## src/rtl/i2c_seq_pkg.sv

```systemverilog
package i2c_seq_pkg;
  typedef enum logic [2:0] {
    ST_IDLE,
    ST_RX,
    ST_ACK,
    ST_TX,
    ST_MACK,
    ST_SKIP
  } bus_st_e;

  typedef enum logic [1:0] {
    BY_ADDR,
    BY_CMD,
    BY_CNT,
    BY_DATA
  } byte_kind_e;
endpackage

```

## src/rtl/i2c_line_sync.sv

```systemverilog
module i2c_line_sync #(
  parameter int STAGES = 2
) (
  input  logic clk,
  input  logic rst,
  input  logic line_i,
  output logic level_o,
  output logic rise_o,
  output logic fall_o
);
  logic [STAGES-1:0] pipe;
  logic              prev;

  always_ff @(posedge clk) begin
    if (rst) begin
      pipe <= '1;
      prev <= 1'b1;
    end else begin
      pipe <= {pipe[STAGES-2:0], line_i};
      prev <= pipe[STAGES-1];
    end
  end

  assign level_o = pipe[STAGES-1];
  assign rise_o  = pipe[STAGES-1] & ~prev;
  assign fall_o  = ~pipe[STAGES-1] & prev;
endmodule

```

## src/rtl/i2c_reg_bank.sv

```systemverilog
module i2c_reg_bank #(
  parameter int         NREG       = 8,
  parameter logic [7:0] RESET_BYTE = 8'h3C,
  localparam int        IW         = (NREG > 1) ? $clog2(NREG) : 1
) (
  input  logic            clk,
  input  logic            rst,
  input  logic            we,
  input  logic [IW-1:0]   widx,
  input  logic [7:0]      wdata,
  input  logic [IW-1:0]   ridx,
  output logic [7:0]      rdata,
  output logic [NREG*8-1:0] regs_o
);
  logic [7:0] mem [NREG];

  always_ff @(posedge clk) begin
    if (rst) begin
      for (int i = 0; i < NREG; i++) mem[i] <= RESET_BYTE;
    end else if (we) begin
      mem[widx] <= wdata;
    end
  end

  assign rdata = mem[ridx];

  for (genvar g = 0; g < NREG; g++) begin : g_flat
    assign regs_o[8*g +: 8] = mem[g];
  end
endmodule

```

## src/rtl/i2c_seq_fsm.sv

```systemverilog
module i2c_seq_fsm
  import i2c_seq_pkg::*;
#(
  parameter int         NREG     = 8,
  parameter logic [6:0] DEV_ADDR = 7'h69,
  localparam int        IW       = (NREG > 1) ? $clog2(NREG) : 1,
  localparam int        AW       = $clog2(NREG + 1) + 1
) (
  input  logic          clk,
  input  logic          rst,
  input  logic          scl_rise,
  input  logic          scl_fall,
  input  logic          sda_lvl,
  input  logic          start_evt,
  input  logic          stop_evt,
  output logic          sda_oe,
  output logic          we,
  output logic [IW-1:0] widx,
  output logic [7:0]    wdata,
  output logic [IW-1:0] ridx,
  input  logic [7:0]    rdata,
  output bus_st_e       state_o
);
  localparam logic [AW-1:0] LAST = AW'(NREG);

  bus_st_e    state;
  byte_kind_e kind;
  logic          rw, full, mack;
  logic [7:0]    shreg, txsh;
  logic [2:0]    bitcnt;
  logic [AW-1:0] ptr, ptr_nx;

  assign ptr_nx  = ptr + 1'b1;
  assign ridx    = (state == ST_MACK) ? ptr_nx[IW-1:0] : ptr[IW-1:0];
  assign state_o = state;

  function automatic byte_kind_e next_kind(input byte_kind_e k);
    case (k)
      BY_ADDR: return BY_CMD;
      BY_CMD:  return BY_CNT;
      default: return BY_DATA;
    endcase
  endfunction

  always_ff @(posedge clk) begin
    if (rst) begin
      state  <= ST_IDLE;
      kind   <= BY_ADDR;
      sda_oe <= 1'b0;
      we     <= 1'b0;
      widx   <= '0;
      wdata  <= '0;
      rw     <= 1'b0;
      full   <= 1'b0;
      mack   <= 1'b1;
      shreg  <= '0;
      txsh   <= '0;
      bitcnt <= '0;
      ptr    <= '0;
    end else begin
      we <= 1'b0;
      if (start_evt) begin
        state  <= ST_RX;
        kind   <= BY_ADDR;
        bitcnt <= '0;
        full   <= 1'b0;
        ptr    <= '0;
        sda_oe <= 1'b0;
      end else if (stop_evt) begin
        state  <= ST_IDLE;
        sda_oe <= 1'b0;
      end else begin
        case (state)
          ST_RX: begin
            if (scl_rise) begin
              shreg  <= {shreg[6:0], sda_lvl};
              bitcnt <= bitcnt + 1'b1;
              if (bitcnt == 3'd7) full <= 1'b1;
            end else if (scl_fall && full) begin
              full <= 1'b0;
              case (kind)
                BY_ADDR: begin
                  if (shreg[7:1] == DEV_ADDR) begin
                    state  <= ST_ACK;
                    sda_oe <= 1'b1;
                    rw     <= shreg[0];
                  end else begin
                    state <= ST_SKIP;
                  end
                end
                BY_DATA: begin
                  if (ptr < LAST) begin
                    state  <= ST_ACK;
                    sda_oe <= 1'b1;
                    we     <= 1'b1;
                    widx   <= ptr[IW-1:0];
                    wdata  <= shreg;
                    ptr    <= ptr_nx;
                  end else begin
                    state <= ST_SKIP;
                  end
                end
                default: begin
                  state  <= ST_ACK;
                  sda_oe <= 1'b1;
                end
              endcase
            end
          end
          ST_ACK: begin
            if (scl_fall) begin
              bitcnt <= '0;
              if (kind == BY_ADDR && rw) begin
                state  <= ST_TX;
                txsh   <= rdata;
                sda_oe <= ~rdata[7];
              end else begin
                state  <= ST_RX;
                sda_oe <= 1'b0;
                kind   <= next_kind(kind);
              end
            end
          end
          ST_TX: begin
            if (scl_fall) begin
              if (bitcnt == 3'd7) begin
                state  <= ST_MACK;
                sda_oe <= 1'b0;
              end else begin
                txsh   <= {txsh[6:0], 1'b0};
                sda_oe <= ~txsh[6];
                bitcnt <= bitcnt + 1'b1;
              end
            end
          end
          ST_MACK: begin
            if (scl_rise) begin
              mack <= sda_lvl;
            end else if (scl_fall) begin
              if (!mack && ptr_nx < LAST) begin
                ptr    <= ptr_nx;
                state  <= ST_TX;
                txsh   <= rdata;
                sda_oe <= ~rdata[7];
                bitcnt <= '0;
              end else begin
                state <= ST_SKIP;
              end
            end
          end
          default: ;
        endcase
      end
    end
  end
endmodule

```

## src/rtl/i2c_seq_regfile.sv

```systemverilog
module i2c_seq_regfile
  import i2c_seq_pkg::*;
#(
  parameter int         NREG       = 8,
  parameter logic [6:0] DEV_ADDR   = 7'h69,
  parameter logic [7:0] RESET_BYTE = 8'h3C,
  parameter int         SYNC_STG   = 2,
  localparam int        IW         = (NREG > 1) ? $clog2(NREG) : 1
) (
  input  logic              clk,
  input  logic              rst,
  input  logic              scl_i,
  input  logic              sda_i,
  output logic              sda_oe_o,
  output logic [NREG*8-1:0] regs_o
);
  logic [1:0] raw, lvl, rise, fall;
  assign raw = {sda_i, scl_i};

  for (genvar g = 0; g < 2; g++) begin : g_sync
    i2c_line_sync #(.STAGES(SYNC_STG)) u_sync (
      .clk(clk), .rst(rst), .line_i(raw[g]),
      .level_o(lvl[g]), .rise_o(rise[g]), .fall_o(fall[g])
    );
  end

  logic scl_rise, scl_fall, start_evt, stop_evt;
  assign scl_rise  = rise[0];
  assign scl_fall  = fall[0];
  assign start_evt = fall[1] & lvl[0];
  assign stop_evt  = rise[1] & lvl[0];

  logic          reg_we;
  logic [IW-1:0] widx, ridx;
  logic [7:0]    wdata, rdata;
  bus_st_e       bus_state;

  i2c_seq_fsm #(.NREG(NREG), .DEV_ADDR(DEV_ADDR)) u_fsm (
    .clk(clk), .rst(rst),
    .scl_rise(scl_rise), .scl_fall(scl_fall), .sda_lvl(lvl[1]),
    .start_evt(start_evt), .stop_evt(stop_evt),
    .sda_oe(sda_oe_o), .we(reg_we), .widx(widx), .wdata(wdata),
    .ridx(ridx), .rdata(rdata), .state_o(bus_state)
  );

  i2c_reg_bank #(.NREG(NREG), .RESET_BYTE(RESET_BYTE)) u_bank (
    .clk(clk), .rst(rst), .we(reg_we), .widx(widx), .wdata(wdata),
    .ridx(ridx), .rdata(rdata), .regs_o(regs_o)
  );
endmodule

```

## config.mk

```make
export PLATFORM = sky130hd
export DESIGN_NAME = i2c_seq_regfile
export DESIGN_NICKNAME = d
export VERILOG_FILES = /design/src/rtl/i2c_seq_pkg.sv /design/src/rtl/i2c_line_sync.sv /design/src/rtl/i2c_reg_bank.sv /design/src/rtl/i2c_seq_fsm.sv /design/src/rtl/i2c_seq_regfile.sv
export SDC_FILE = /design/constraint.sdc
export NUM_CORES = 1
export LEC_CHECK = 0
export BUFFER_PORTS_ARGS = -buffer_cell sky130_fd_sc_hd__buf_2
export CORE_MARGIN = 2
export CORE_UTILIZATION = 40
export DETAILED_ROUTE_END_ITERATION = 8
export SYNTH_ARGS = -nofsm -noshare
export SYNTH_HDL_FRONTEND = slang
export SYNTH_SLANG_ARGS = --single-unit
export TNS_END_PERCENT = 1
```

## constraint.sdc

```tcl
create_clock -name clk -period 7.35 [get_ports clk]
set_clock_uncertainty 0.05 [all_clocks]
set_input_delay 0.3675 -clock clk [delete_from_list [all_inputs] [get_ports clk]]
set_output_delay 0.3675 -clock clk [all_outputs]
set_load 0.005 [all_outputs]
```

==> flow_metrics.env <==
export IMPL_drtIter0Drc=506
export IMPL_worst_hold_end="g_sync[1].u_sync.pipe[0]$_SDFF_PP1_"
export IMPL_area_used_by_multi_input_combinational_logic_sq_um=2620
export IMPL_fin_crit_sh_pct=51.4
export IMPL_n_fill_cell=1263
export IMPL_timing_worst_setup_path_type="flip-flop to flip-flop"
export IMPL_total_routed_wirelength_microns=16300
export IMPL_regToRegSetupSlack_ns=3.57
export IMPL_layout_overhead_on_the_synthesized_area_pct=19.3
export IMPL_tritoncts="yes"
export IMPL_syn_num_nets=566
export IMPL_num_io_pins=69
export IMPL_fp_row_count=43
export IMPL_synth_top_cell_by_area="sky130_fd_sc_hd__edfxtp_1"
export IMPL_dieHeight_microns=123
export IMPL_core_area_sq_um=13900
export IMPL_hold_path_depth=2
export IMPL_first_global_vias=4338
export IMPL_worst_endpoint_required_ns=7.63
export IMPL_worst_hold_path_type="input pin to flip-flop"
export IMPL_cp_start_kind="flip-flop"
export IMPL_ys_flop_type="sky130_fd_sc_hd__edfxtp_1"
export IMPL_numPortBuffers=68
export IMPL_timing_max_slew_rel_slack_pct=16.4
export IMPL_worstReg2RegStart="u_fsm.ptr[0]$_SDFFE_PP0P_"
export IMPL_initial_utilization_pct=41.0
export IMPL_diodes=0
export IMPL_vias=4724
export IMPL_power_per_cell_area_nw_per_um2=243
export IMPL_drv_slew=0
export IMPL_synth_top_area_share_pct=33.7
export IMPL_outcome="finished, final reports clean"
export IMPL_detailedPlacementHpwl_microns=11600
export IMPL_cts_root_buffer="sky130_fd_sc_hd__clkbuf_16"
export IMPL_count_of_cells_resized_by_post_cts_repair=0
export IMPL_netlist_instances=556
export IMPL_finalSetupViolCount=0
export IMPL_clock_tree_buffer_depth=2
export IMPL_grt_overflow=0
export IMPL_mostFrequentLayoutCells="sky130_fd_sc_hd__buf_2 (68), sky130_fd_sc_hd__edfxtp_1 (64), sky130_fd_sc_hd__nor2_1 (56), sky130_fd_sc_hd__dfxtp_1 (50), sky130_fd_sc_hd__and2_1 (33)"
export IMPL_grt_pass1_wl_microns=24600
export IMPL_critical_path_peak_fanout=30
export IMPL_route_detailed_vias_per_inst=5.90
export IMPL_layout_area_seq_sq_um=2920
export IMPL_synth_seq_cells=114
export IMPL_grt_setup_unrepaired="false"
export IMPL_synth_cell_types=57
export IMPL_final_antenna_net_count=0
export IMPL_fp_dieArea_sq_um=15200
export IMPL_max_vdd_ir_drop_mv=0.146
export IMPL_post_route_cells_drive_above_1_share_pct=21.7
export IMPL_arrival_ns=4.06
export IMPL_worstReg2RegEnd="u_fsm.sda_oe$_SDFFE_PP0P_"
export IMPL_gpl_final_weighted_congestion=0.899
export IMPL_worstSkewPairLatency_ns=0.42
export IMPL_grt_start_max_net_pins=55
export IMPL_synth_warnings=0
export IMPL_yosys_top_cells_area="sky130_fd_sc_hd__edfxtp_1 (34%), sky130_fd_sc_hd__dfxtp_1 (18%), sky130_fd_sc_hd__mux2i_1 (5.4%), sky130_fd_sc_hd__nor2_1 (3.7%), sky130_fd_sc_hd__and2_1 (3.6%)"
export IMPL_antenna_found_initial=0
export IMPL_h_tree_depth=4
export IMPL_fp_dieW_microns=123
export IMPL_timing_hold_violations_final=0
export IMPL_numClockSinks=114
export IMPL_layout_commonest_cell="sky130_fd_sc_hd__buf_2"
export IMPL_track_usage_pct=22.0
export IMPL_drv_max_cap_violation_count=0
export IMPL_utilization_pct=48.9
export IMPL_period_needed_ns=3.78
export IMPL_fmax_mhz=265
export IMPL_wire_per_inst_microns=20.3
export IMPL_nets=618
export IMPL_worst_r2r_cell_count=8
export IMPL_worst_hold_startpoint="sda_i"
export IMPL_first_pass_iters=5
export IMPL_drc=0
export IMPL_clk_pin_slew_worst_paths_ns=0.05
export IMPL_tritoncts_num_buffers=17
export IMPL_post_synth_cell_area_avg_sq_um=10.3
export IMPL_post_cts_setup_buffers=0
export IMPL_synth_async_reset_ratio_pct=0
export IMPL_critical_path_endpoint_type="flip-flop"
export IMPL_part_of_the_yosys_area_used_for_sequential_elements_pct=51.2
export IMPL_setup_tns_final_ns=0
export IMPL_tightest_slew_ns=1.25
export IMPL_mappedNetlistArea_sq_um=5710
export IMPL_holdBufCountCts=0
export IMPL_leakage_uw=0.00239
export IMPL_synth_enable_flop_cells=64
worst max-delay path, cell delays in order, from the launching register on:
cell and delay, ns:
sky130_fd_sc_hd__dfxtp_1 1.06, sky130_fd_sc_hd__ha_1 0.36, sky130_fd_sc_hd__nand4bb_1 0.27, sky130_fd_sc_hd__xnor2_2 0.67, sky130_fd_sc_hd__buf_4 0.32, sky130_fd_sc_hd__mux2i_1 0.23
sky130_fd_sc_hd__a22oi_1 0.12, sky130_fd_sc_hd__a311o_1 0.38, sky130_fd_sc_hd__a311oi_1 0.24
state kept, by name, indices dropped and copies added, names as in the netlist:
name and flops:
g_sync.u_sync.prev 2, u_fsm.rw 1, u_fsm.state_o 3, u_fsm.mack 1
u_fsm.widx 3, u_fsm.kind 2, u_fsm.shreg 8, u_fsm.we 1
u_fsm.txsh 7, u_fsm.wdata 8, g_sync.u_sync.pipe 4, u_fsm.ptr 5
u_fsm.sda_oe 1, u_fsm.full 1, u_bank.mem 64, u_fsm.bitcnt 3
cell usage after synthesis (2+ instances only):
cell / count
sky130_fd_sc_hd__a211oi_1: 6
sky130_fd_sc_hd__a21oi_1: 22
sky130_fd_sc_hd__a22oi_1: 2
sky130_fd_sc_hd__a31o_2: 2
sky130_fd_sc_hd__a31oi_1: 2
sky130_fd_sc_hd__a32o_1: 2
sky130_fd_sc_hd__and2_1: 33
sky130_fd_sc_hd__buf_1: 3
sky130_fd_sc_hd__buf_2: 3
sky130_fd_sc_hd__clkbuf_1: 29
sky130_fd_sc_hd__dfxtp_1: 50
sky130_fd_sc_hd__edfxtp_1: 64
sky130_fd_sc_hd__ha_1: 6
sky130_fd_sc_hd__inv_1: 9
sky130_fd_sc_hd__mux2_2: 10
sky130_fd_sc_hd__mux2i_1: 31
sky130_fd_sc_hd__nand2_1: 28
sky130_fd_sc_hd__nand2b_1: 17
sky130_fd_sc_hd__nand3_1: 9
sky130_fd_sc_hd__nand3b_1: 9
sky130_fd_sc_hd__nand4_1: 2
sky130_fd_sc_hd__nand4b_1: 3
sky130_fd_sc_hd__nor2_1: 56
sky130_fd_sc_hd__nor2b_1: 3
sky130_fd_sc_hd__nor3_1: 17
sky130_fd_sc_hd__nor3b_1: 3
sky130_fd_sc_hd__nor4_1: 6
sky130_fd_sc_hd__o21a_1: 3
sky130_fd_sc_hd__o21ai_0: 11
sky130_fd_sc_hd__o221ai_1: 19
sky130_fd_sc_hd__o22ai_1: 12
sky130_fd_sc_hd__o311ai_0: 2
sky130_fd_sc_hd__o32a_1: 4
sky130_fd_sc_hd__o41ai_1: 8
sky130_fd_sc_hd__or2_2: 16
sky130_fd_sc_hd__or3_1: 27
sky130_fd_sc_hd__or3b_2: 2
sky130_fd_sc_hd__xnor2_1: 4
sky130_fd_sc_hd__xor2_1: 3
layout make-up:
type,count,area share [%]
Sequential cell,114,42.9
Multi-Input combinational cell,397,38.4
Clock buffer,18,6.30
Timing Repair Buffer,69,5.10
Clock inverter,14,3.47
Tap cell,180,3.31
Inverter,9,0.496
through the flow:
step | area (sq um) | worst slack (ns) | hold slack (ns) | std cells | power [uW]
3_3_place_gp | 6150 | 3.85 | 0.341 | 769 | 736
5_1_grt | 6810 | 3.33 | 0.0702 | 801 | 1700
3_5_place_dp | 6150 | 3.69 | 0.345 | 769 | 737
2_1_floorplan | 5710 | 4.81 | 0.339 | 556 | 720
6_report | 6810 | 3.57 | 0.0807 | 801 | 1650
4_1_cts | 6810 | 3.64 | 0.0711 | 801 | 1660
layer usage:
| layer | track usage [%] | wire length, microns |
|---|---|---|
| met1 | 32.0 | 7260 |
| met5 | 0 | 0 |
| met4 | 8.24 | 350 |
| met3 | 4.94 | 1330 |
| met2 | 31.9 | 7350 |
kinds of logic (layout without fill, tap and decap cells):
family / Yosys count / in the layout / synth area share (%)
AO/OA/AOI/OAI: 103 / 103 / 12.9
XOR/XNOR: 7 / 7 / 1.07
adder cells (fa/ha/maj): 6 / 6 / 1.31
buffers and inverters: 45 / 110 / 3.09
flip-flops: 114 / 114 / 51.2
multiplexers: 41 / 41 / 7.41
AND/OR/NAND/NOR: 240 / 240 / 23.1
power by group:
part | total [uW] | switching [uW] | internal [uW]
Clock | 929 | 295 | 633
Combinational | 34.4 | 21.9 | 12.5
Sequential | 689 | 9.59 | 680
Total | 1650 | 327 | 1330
worst max-delay path by stage:
stage	from	end	slack, ns	cells after the start
finish	u_fsm.ptr[0]$_SDFFE_PP0P_	u_fsm.sda_oe$_SDFFE_PP0P_	3.57	8
global route	u_fsm.ptr[0]$_SDFFE_PP0P_	u_fsm.sda_oe$_SDFFE_PP0P_	3.33	8
CTS	u_fsm.ptr[0]$_SDFFE_PP0P_	u_fsm.sda_oe$_SDFFE_PP0P_	3.64	8
detailed placement	u_fsm.ptr[0]$_SDFFE_PP0P_	u_fsm.sda_oe$_SDFFE_PP0P_	3.69	8
global placement	u_fsm.ptr[0]$_SDFFE_PP0P_	u_fsm.sda_oe$_SDFFE_PP0P_	3.85	8
floorplan	u_fsm.ptr[1]$_SDFFE_PP0P_	u_fsm.txsh[4]$_SDFFE_PP0P_	4.81	9
(Power assumes the default switching activity.)
